## config.mk

```make
export PLATFORM = sky130hd
export DESIGN_NAME = hwseq_core
export DESIGN_NICKNAME = d
export VERILOG_FILES = /design/src/rtl/hwseq_pkg.sv /design/src/rtl/hwseq_timing.sv /design/src/rtl/hwseq_decode.sv /design/src/rtl/hwseq_datapath.sv /design/src/rtl/hwseq_core.sv
export SDC_FILE = /design/constraint.sdc
export NUM_CORES = 1
export LEC_CHECK = 0
export CORE_ASPECT_RATIO = 0.75
export CORE_MARGIN = 2
export CORE_UTILIZATION = 56
export CTS_BUF_LIST = sky130_fd_sc_hd__clkbuf_4 sky130_fd_sc_hd__clkbuf_8
export DETAILED_ROUTE_END_ITERATION = 10
export PLACE_DENSITY = 0.81
export SETUP_SLACK_MARGIN = 0.02
export SLEW_MARGIN = 15
export SYNTH_ARGS = -nofsm -noshare
export SYNTH_HDL_FRONTEND = slang
export SYNTH_HIERARCHICAL = 1
export SYNTH_SLANG_ARGS = --single-unit
```

## constraint.sdc

```tcl
create_clock -name clk -period 6.69 [get_ports clk]
set_input_delay 1.0035 -clock clk [delete_from_list [all_inputs] [get_ports clk]]
set_output_delay 1.0035 -clock clk [all_outputs]
set_load 0.05 [all_outputs]
```

## src/rtl/hwseq_pkg.sv

```systemverilog
package hwseq_pkg;

  typedef enum logic [1:0] {
    PH_FETCH = 2'b00,
    PH_IND   = 2'b01,
    PH_EXEC  = 2'b10,
    PH_INT   = 2'b11
  } phase_t;

  localparam int STEP_W = 2;

  localparam logic [2:0] OPC_ADD  = 3'b000;
  localparam logic [2:0] OPC_ISZ  = 3'b001;
  localparam logic [2:0] OPC_BSA  = 3'b010;
  localparam logic [2:0] OPC_HALT = 3'b111;

  typedef struct packed {
    logic   mar_from_pc;
    logic   mar_from_ir;
    logic   mar_from_save;
    logic   mbr_from_mem;
    logic   mbr_from_pc;
    logic   mbr_inc;
    logic   pc_inc;
    logic   pc_from_ir;
    logic   pc_from_isr;
    logic   ir_from_mbr;
    logic   iraddr_from_mbr;
    logic   acc_add;
    logic   mem_rd;
    logic   mem_wr;
    logic   ie_clr;
    logic   last;
    phase_t nxt;
    logic   halt_set;
  } ctl_t;

endpackage

```

## src/rtl/hwseq_timing.sv

```systemverilog
module hwseq_timing
  import hwseq_pkg::*;
(
  input  logic              clk,
  input  logic              rst_n,
  input  logic              last,
  input  phase_t            nxt,
  input  logic              halt_set,
  output phase_t            phase,
  output logic [STEP_W-1:0] step,
  output logic              halted
);

  always_ff @(posedge clk or negedge rst_n) begin
    if (!rst_n) begin
      phase  <= PH_FETCH;
      step   <= '0;
      halted <= 1'b0;
    end else if (!halted) begin
      if (halt_set) begin
        halted <= 1'b1;
      end else if (last) begin
        phase <= nxt;
        step  <= '0;
      end else begin
        step <= step + STEP_W'(1);
      end
    end
  end

endmodule

```

## src/rtl/hwseq_decode.sv

```systemverilog
module hwseq_decode
  import hwseq_pkg::*;
(
  input  phase_t            phase,
  input  logic [STEP_W-1:0] step,
  input  logic [2:0]        opcode,
  input  logic              mbr_ind,
  input  logic              mbr_zero,
  input  logic              irq,
  input  logic              ie,
  input  logic              halted,
  output ctl_t              ctl
);

  phase_t after_exec;

  always_comb begin
    after_exec = (irq && ie) ? PH_INT : PH_FETCH;
  end

  always_comb begin
    ctl     = '0;
    ctl.nxt = phase;
    if (!halted) begin
      unique case (phase)
        PH_FETCH: begin
          case (step)
            2'd0: ctl.mar_from_pc = 1'b1;
            2'd1: begin
              ctl.mem_rd       = 1'b1;
              ctl.mbr_from_mem = 1'b1;
              ctl.pc_inc       = 1'b1;
            end
            default: begin
              ctl.ir_from_mbr = 1'b1;
              ctl.last        = 1'b1;
              ctl.nxt         = mbr_ind ? PH_IND : PH_EXEC;
            end
          endcase
        end
        PH_IND: begin
          case (step)
            2'd0: ctl.mar_from_ir = 1'b1;
            2'd1: begin
              ctl.mem_rd       = 1'b1;
              ctl.mbr_from_mem = 1'b1;
            end
            default: begin
              ctl.iraddr_from_mbr = 1'b1;
              ctl.last            = 1'b1;
              ctl.nxt             = PH_EXEC;
            end
          endcase
        end
        PH_EXEC: begin
          ctl.nxt = after_exec;
          case (opcode)
            OPC_ADD: begin
              case (step)
                2'd0: ctl.mar_from_ir = 1'b1;
                2'd1: begin
                  ctl.mem_rd       = 1'b1;
                  ctl.mbr_from_mem = 1'b1;
                end
                default: begin
                  ctl.acc_add = 1'b1;
                  ctl.last    = 1'b1;
                end
              endcase
            end
            OPC_ISZ: begin
              case (step)
                2'd0: ctl.mar_from_ir = 1'b1;
                2'd1: begin
                  ctl.mem_rd       = 1'b1;
                  ctl.mbr_from_mem = 1'b1;
                end
                2'd2: ctl.mbr_inc = 1'b1;
                default: begin
                  ctl.mem_wr = 1'b1;
                  ctl.pc_inc = mbr_zero;
                  ctl.last   = 1'b1;
                end
              endcase
            end
            OPC_BSA: begin
              case (step)
                2'd0: begin
                  ctl.mar_from_ir = 1'b1;
                  ctl.mbr_from_pc = 1'b1;
                end
                2'd1: begin
                  ctl.pc_from_ir = 1'b1;
                  ctl.mem_wr     = 1'b1;
                end
                default: begin
                  ctl.pc_inc = 1'b1;
                  ctl.last   = 1'b1;
                end
              endcase
            end
            OPC_HALT: ctl.halt_set = 1'b1;
            default:  ctl.last     = 1'b1;
          endcase
        end
        PH_INT: begin
          case (step)
            2'd0: ctl.mbr_from_pc = 1'b1;
            2'd1: begin
              ctl.mar_from_save = 1'b1;
              ctl.pc_from_isr   = 1'b1;
              ctl.ie_clr        = 1'b1;
            end
            default: begin
              ctl.mem_wr = 1'b1;
              ctl.last   = 1'b1;
              ctl.nxt    = PH_FETCH;
            end
          endcase
        end
        default: ;
      endcase
    end
  end

endmodule

```

## src/rtl/hwseq_datapath.sv

```systemverilog
module hwseq_datapath
  import hwseq_pkg::*;
#(
  parameter int AW        = 12,
  parameter int DW        = 16,
  parameter int SAVE_ADDR = 0,
  parameter int ISR_ADDR  = 1
) (
  input  logic          clk,
  input  logic          rst_n,
  input  ctl_t          ctl,
  input  logic [DW-1:0] rdata,
  output logic [AW-1:0] mar,
  output logic [DW-1:0] mbr,
  output logic [DW-1:0] acc,
  output logic [2:0]    opcode,
  output logic          ie
);

  localparam int PADW = DW - AW;

  logic [AW-1:0] pc;
  logic [DW-2:0] ir;

  assign opcode = ir[DW-2:AW];

  always_ff @(posedge clk or negedge rst_n) begin
    if (!rst_n) begin
      mar <= '0;
      mbr <= '0;
      pc  <= '0;
      ir  <= '0;
      acc <= '0;
      ie  <= 1'b1;
    end else begin
      if (ctl.mar_from_pc)        mar <= pc;
      else if (ctl.mar_from_ir)   mar <= ir[AW-1:0];
      else if (ctl.mar_from_save) mar <= AW'(SAVE_ADDR);

      if (ctl.mbr_from_mem)      mbr <= rdata;
      else if (ctl.mbr_from_pc)  mbr <= {{PADW{1'b0}}, pc};
      else if (ctl.mbr_inc)      mbr <= mbr + DW'(1);

      if (ctl.pc_from_ir)        pc <= ir[AW-1:0];
      else if (ctl.pc_from_isr)  pc <= AW'(ISR_ADDR);
      else if (ctl.pc_inc)       pc <= pc + AW'(1);

      if (ctl.ir_from_mbr)          ir <= mbr[DW-2:0];
      else if (ctl.iraddr_from_mbr) ir[AW-1:0] <= mbr[AW-1:0];

      if (ctl.acc_add) acc <= acc + mbr;
      if (ctl.ie_clr)  ie  <= 1'b0;
    end
  end

endmodule

```

## src/rtl/hwseq_core.sv

```systemverilog
module hwseq_core
  import hwseq_pkg::*;
#(
  parameter int AW        = 12,
  parameter int DW        = 16,
  parameter int SAVE_ADDR = 0,
  parameter int ISR_ADDR  = 1
) (
  input  logic          clk,
  input  logic          rst_n,
  input  logic          irq,
  output logic [AW-1:0] mem_addr,
  output logic          mem_rd,
  output logic          mem_wr,
  output logic [DW-1:0] mem_wdata,
  input  logic [DW-1:0] mem_rdata,
  output logic [DW-1:0] acc_out,
  output logic          halted
);

  phase_t            phase;
  logic [STEP_W-1:0] step;
  ctl_t              ctl;
  logic [AW-1:0]     mar;
  logic [DW-1:0]     mbr;
  logic [2:0]        opcode;
  logic              ie;

  hwseq_timing u_timing (
    .clk      (clk),
    .rst_n    (rst_n),
    .last     (ctl.last),
    .nxt      (ctl.nxt),
    .halt_set (ctl.halt_set),
    .phase    (phase),
    .step     (step),
    .halted   (halted)
  );

  hwseq_decode u_decode (
    .phase    (phase),
    .step     (step),
    .opcode   (opcode),
    .mbr_ind  (mbr[DW-1]),
    .mbr_zero (mbr == '0),
    .irq      (irq),
    .ie       (ie),
    .halted   (halted),
    .ctl      (ctl)
  );

  hwseq_datapath #(
    .AW        (AW),
    .DW        (DW),
    .SAVE_ADDR (SAVE_ADDR),
    .ISR_ADDR  (ISR_ADDR)
  ) u_dp (
    .clk    (clk),
    .rst_n  (rst_n),
    .ctl    (ctl),
    .rdata  (mem_rdata),
    .mar    (mar),
    .mbr    (mbr),
    .acc    (acc_out),
    .opcode (opcode),
    .ie     (ie)
  );

  assign mem_addr  = mar;
  assign mem_wdata = mbr;
  assign mem_rd    = ctl.mem_rd;
  assign mem_wr    = ctl.mem_wr;

endmodule

```

==> PnR_summary.wiki <==
{| class="wikitable"
! Metric !! Value
|-
| Standard cell with the maximum stage delay on the critical path || sky130_fd_sc_hd__clkdlybuf4s50_1
|-
| Number of instances in the synthesized netlist || ~520
|-
| Skew final || 0.01323 ns
|-
| Final Wtd Congestion || 0.9369
|-
| Area share of the largest cell type after synthesis || between 30% and 40%
|-
| Total routed wirelength || between 10 and 15 mm
|-
| Path type of the worst min-delay path || reg -> reg
|-
| ANT nets after route || 0
|-
| Cell area after technology mapping || ~0.0048 mm²
|-
| Most instantiated cells after synthesis || sky130_fd_sc_hd__dfrtp_1 (76), sky130_fd_sc_hd__nand2_1 (60), sky130_fd_sc_hd__a21oi_1 (47)
|-
| Setup Crit Path Kind || reg -> out
|-
| Worst path arrival time || 2.45 ns
|-
| Cells along the critical path || inv_1 -> ha_1 -> nand2b_1 -> o21a_1 -> nor3_2 -> clkdlybuf4s50_1
|-
| Crit end category || output pin
|-
| Count of yosys warnings during synthesis || 6
|-
| Share of synthesized registers carrying an async set or reset || 100.0%
|-
| Yosys cell types || 64
|-
| Switching power summed over all nets || around 1.7 mW
|-
| Largest stage delay on the critical path || 0.82 ns
|-
| Post-CTS Repair Setup Buffers || 0
|-
| Maximum frequency from static timing analysis || between 200 and 300 MHz
|-
| Buffering stage count on the worst path with inverters included || 2
|-
| Share of final-layout standard cells stronger than drive strength 1 || 12.13%
|-
| Total routing usage reported by global routing || between 20 and 30%
|-
| Largest delay share family, worst path || buffers and inverters
|-
| Synth Flop Type || sky130_fd_sc_hd__dfrtp_1
|-
| Via count of the first global-routing pass || about 4200
|-
| Vias per Instance || 6.350
|-
| Min Tclk post-route || 3.457 ns
|-
| Cell type with the largest total area after synthesis || sky130_fd_sc_hd__dfrtp_1
|-
| Final worst path period share || between 50% and 60%
|-
| Die Width || between 100 and 150 µm
|-
| Initial DRC count || approximately 450
|-
| Final design utilization || between 60% and 70%
|-
| TritonCTS clock tree || done
|-
| Avg Cell Area, Syn || between 9 and 10 µm²
|-
| Maximum vdd drop || between 0.0004 and 0.0005 V
|-
| Total via count after detailed routing || 4350
|-
| CP Data Required Time || ~5.7 ns
|-
| Area Overhead vs Synth || 18.00%
|-
| Effective utilization at floorplan || between 50 and 60%
|-
| Cts hold-fix bufs || 0
|-
| Number of hold violations in the final report || 0
|-
| Placed instance area || approximately 0.0055 mm²
|-
| Remaining global-route overflow || 0
|-
| 1st-pass router iterations || 6
|-
| Layout Nets || ~610
|-
| Number of enable-type register cells in the synthesized netlist || 0
|-
| Placed Instances || 669
|-
| Flip-flop and latch count after synthesis || 77
|-
| CORE AREA || 0.008418 mm²
|-
| Number of max-slew violations in the final report || 0
|-
| Power share of the sequential group || 28.6%
|-
| Sum of negative setup slack || 0 ns
|-
| Post-DR wirelength/cell || around 19 µm
|-
| Worst Setup Start Kind || register
|-
| Number of top-level pins || 66
|-
| Measured slew at the worst slew-check pin || about 1.1 ns
|-
| Die area || 0.009419 mm²
|-
| Leakage power figure || between 2 and 2.5 nW
|-
| Unrepaired setup endpoints after global routing || false
|-
| Register clock-pin slew on the reported worst setup and hold paths || roughly 0.08 ns
|-
| Quantity of I/O buffers inserted on ports || 65
|-
| Fin area || ~0.0057 mm²
|-
| Run status || finished, final reports clean
|-
| Portion of total power attributed to the clock network || 11.0%
|-
| Proportion of power drawn by combinational gates || 60.4%
|-
| Clock insertion delay at the later pin of the skew report || between 0.3 and 0.4 ns
|-
| Die height || roughly 85 µm
|-
| Count of unresolved DRC violations after routing || 0
|-
| CTS Sinks || 77
|-
| Post-cts repair resize count || 0
|-
| Clock Tree Buf Depth || 2
|-
| Placed wire-length estimate after detailed placement || about 9.0 mm
|-
| Number of nets produced by synthesis || between 500 and 600
|-
| Count of final setup violators || 0
|-
| Hold Path Stages || 1
|-
| Post-route non-filler standard cell count || 685
|-
| Number of buffers inserted during clock tree synthesis || 9
|-
| Worst slew slack as a fraction of its limit || around a quarter
|-
| Number of cell rows || 29
|-
| Pwr dens || 575.9 mW/mm²
|-
| Maximum number of pins on one net before global-route repair || 78
|-
| R2r worst-path depth || 9
|-
| Path length in cells of the critical path || 6
|-
| Highest fanout seen on the critical path || 5
|-
| Leading cell types by total area after synthesis || sky130_fd_sc_hd__dfrtp_1 (39%), sky130_fd_sc_hd__mux2_2 (6.7%), sky130_fd_sc_hd__ha_1 (5.4%), sky130_fd_sc_hd__a21oi_1 (4.9%), sky130_fd_sc_hd__nand2_1 (4.6%)
|-
| Most common cell in the netlist || sky130_fd_sc_hd__dfrtp_1
|-
| H-tree depth reported by CTS || 3
|-
| Internal Pwr Total || 1.631 mW
|-
| Sequential fraction of the synthesis area || 39.80%
|-
| Number of antenna diodes || 0
|-
| Sw Ratio || approximately half
|-
| Root buf cell || sky130_fd_sc_hd__clkbuf_8
|-
| Wire length of the first global-routing pass || approximately 21 mm
|-
| Antenna violations before repair || 0
|-
| Max-cap violations || 0
|}
final timing paths:
| path | start | end | slack (ns) |
|---|---|---|---|
| max in group asynchronous | rst_n | u_dp/ir[0] | 5.27 |
| min | u_dp/ie | u_dp/ie | 0.49 |
| min in group asynchronous | rst_n | u_timing/phase[1] | 0.80 |
| min reg2reg | u_dp/ie | u_dp/ie | 0.49 |
| max | u_timing/phase[0] | mem_rd | 3.23 |
| max reg2reg | u_timing/phase[0] | u_dp/mbr[6] | 3.33 |
sequential cells by signal, summed over array words and instances (netlist names):
register and cells:
u_dp/pc 12, u_dp/ir 15, u_timing/phase 2, u_timing/step 2, u_dp/mar 12, u_dp/ie 1
u_dp/acc 16, u_timing/halted 1, u_dp/mbr 16
stage by stage:
stage          total power, mW  hold WS, ns  setup slack, ns
2_1_floorplan            2.341       0.4657            3.281
3_3_place_gp             2.825       0.4744            3.685
3_5_place_dp             2.888       0.4776            3.578
4_1_cts                  3.267       0.4889            3.231
5_1_grt                  3.497       0.5035            3.150
6_report                 3.292       0.4874            3.233
cell usage in the layout (no fill, tap or decap), types with 13 or more instances in the layout:
cell	synthesis	layout
sky130_fd_sc_hd__dfrtp_1	76	76
sky130_fd_sc_hd__clkdlybuf4s50_1	0	64
sky130_fd_sc_hd__nand2_1	60	60
sky130_fd_sc_hd__a21oi_1	47	47
sky130_fd_sc_hd__o21ai_0	44	44
sky130_fd_sc_hd__mux2_2	29	29
sky130_fd_sc_hd__nor2_1	25	25
sky130_fd_sc_hd__nand3_1	21	21
sky130_fd_sc_hd__ha_1	21	21
sky130_fd_sc_hd__xnor2_1	15	15
sky130_fd_sc_hd__a22oi_1	13	13
cell type report:
cell class | instances | area, µm²
clock inverters | 5 | 61.31
fillers | 695 | 2701
multi-input cells | 404 | 2738
clock buffers | 11 | 138.9
flip-flops and latches | 77 | 1928
inverters | 12 | 45.04
well taps | 108 | 135.1
repair buffers | 68 | 670.6
metal layers:
metal,track usage (%),share of wire (%)
met4,7.969,1.9
met5,2.564,0
met2,44.79,46
met1,39.13,45
met3,6.426,7.3
power by group through the flow:
stage	sequential (mW)	combinational (mW)	clock, mW
final	0.942	1.99	0.361
after floorplan	1.24	1.10	0
after global routing	0.976	2.14	0.386
after detailed placement	0.943	1.95	0
after global placement	0.932	1.89	0
after CTS	0.937	1.96	0.367
cell families (layout without fill, tap and decap cells):
kind of cell | after synthesis | count (layout) | synth area share [%]
xor gates and xnor gates | 22 | 22 | 3.977
buffers and inverters | 40 | 96 | 3.796
and+or+nand+nor | 170 | 170 | 17.92
muxes | 33 | 33 | 7.774
adders and majority gates | 22 | 22 | 5.837
DFF | 77 | 77 | 39.80
AOI/OAI and AO/OA | 157 | 157 | 20.89
Power figures use the tool's default switching activity.
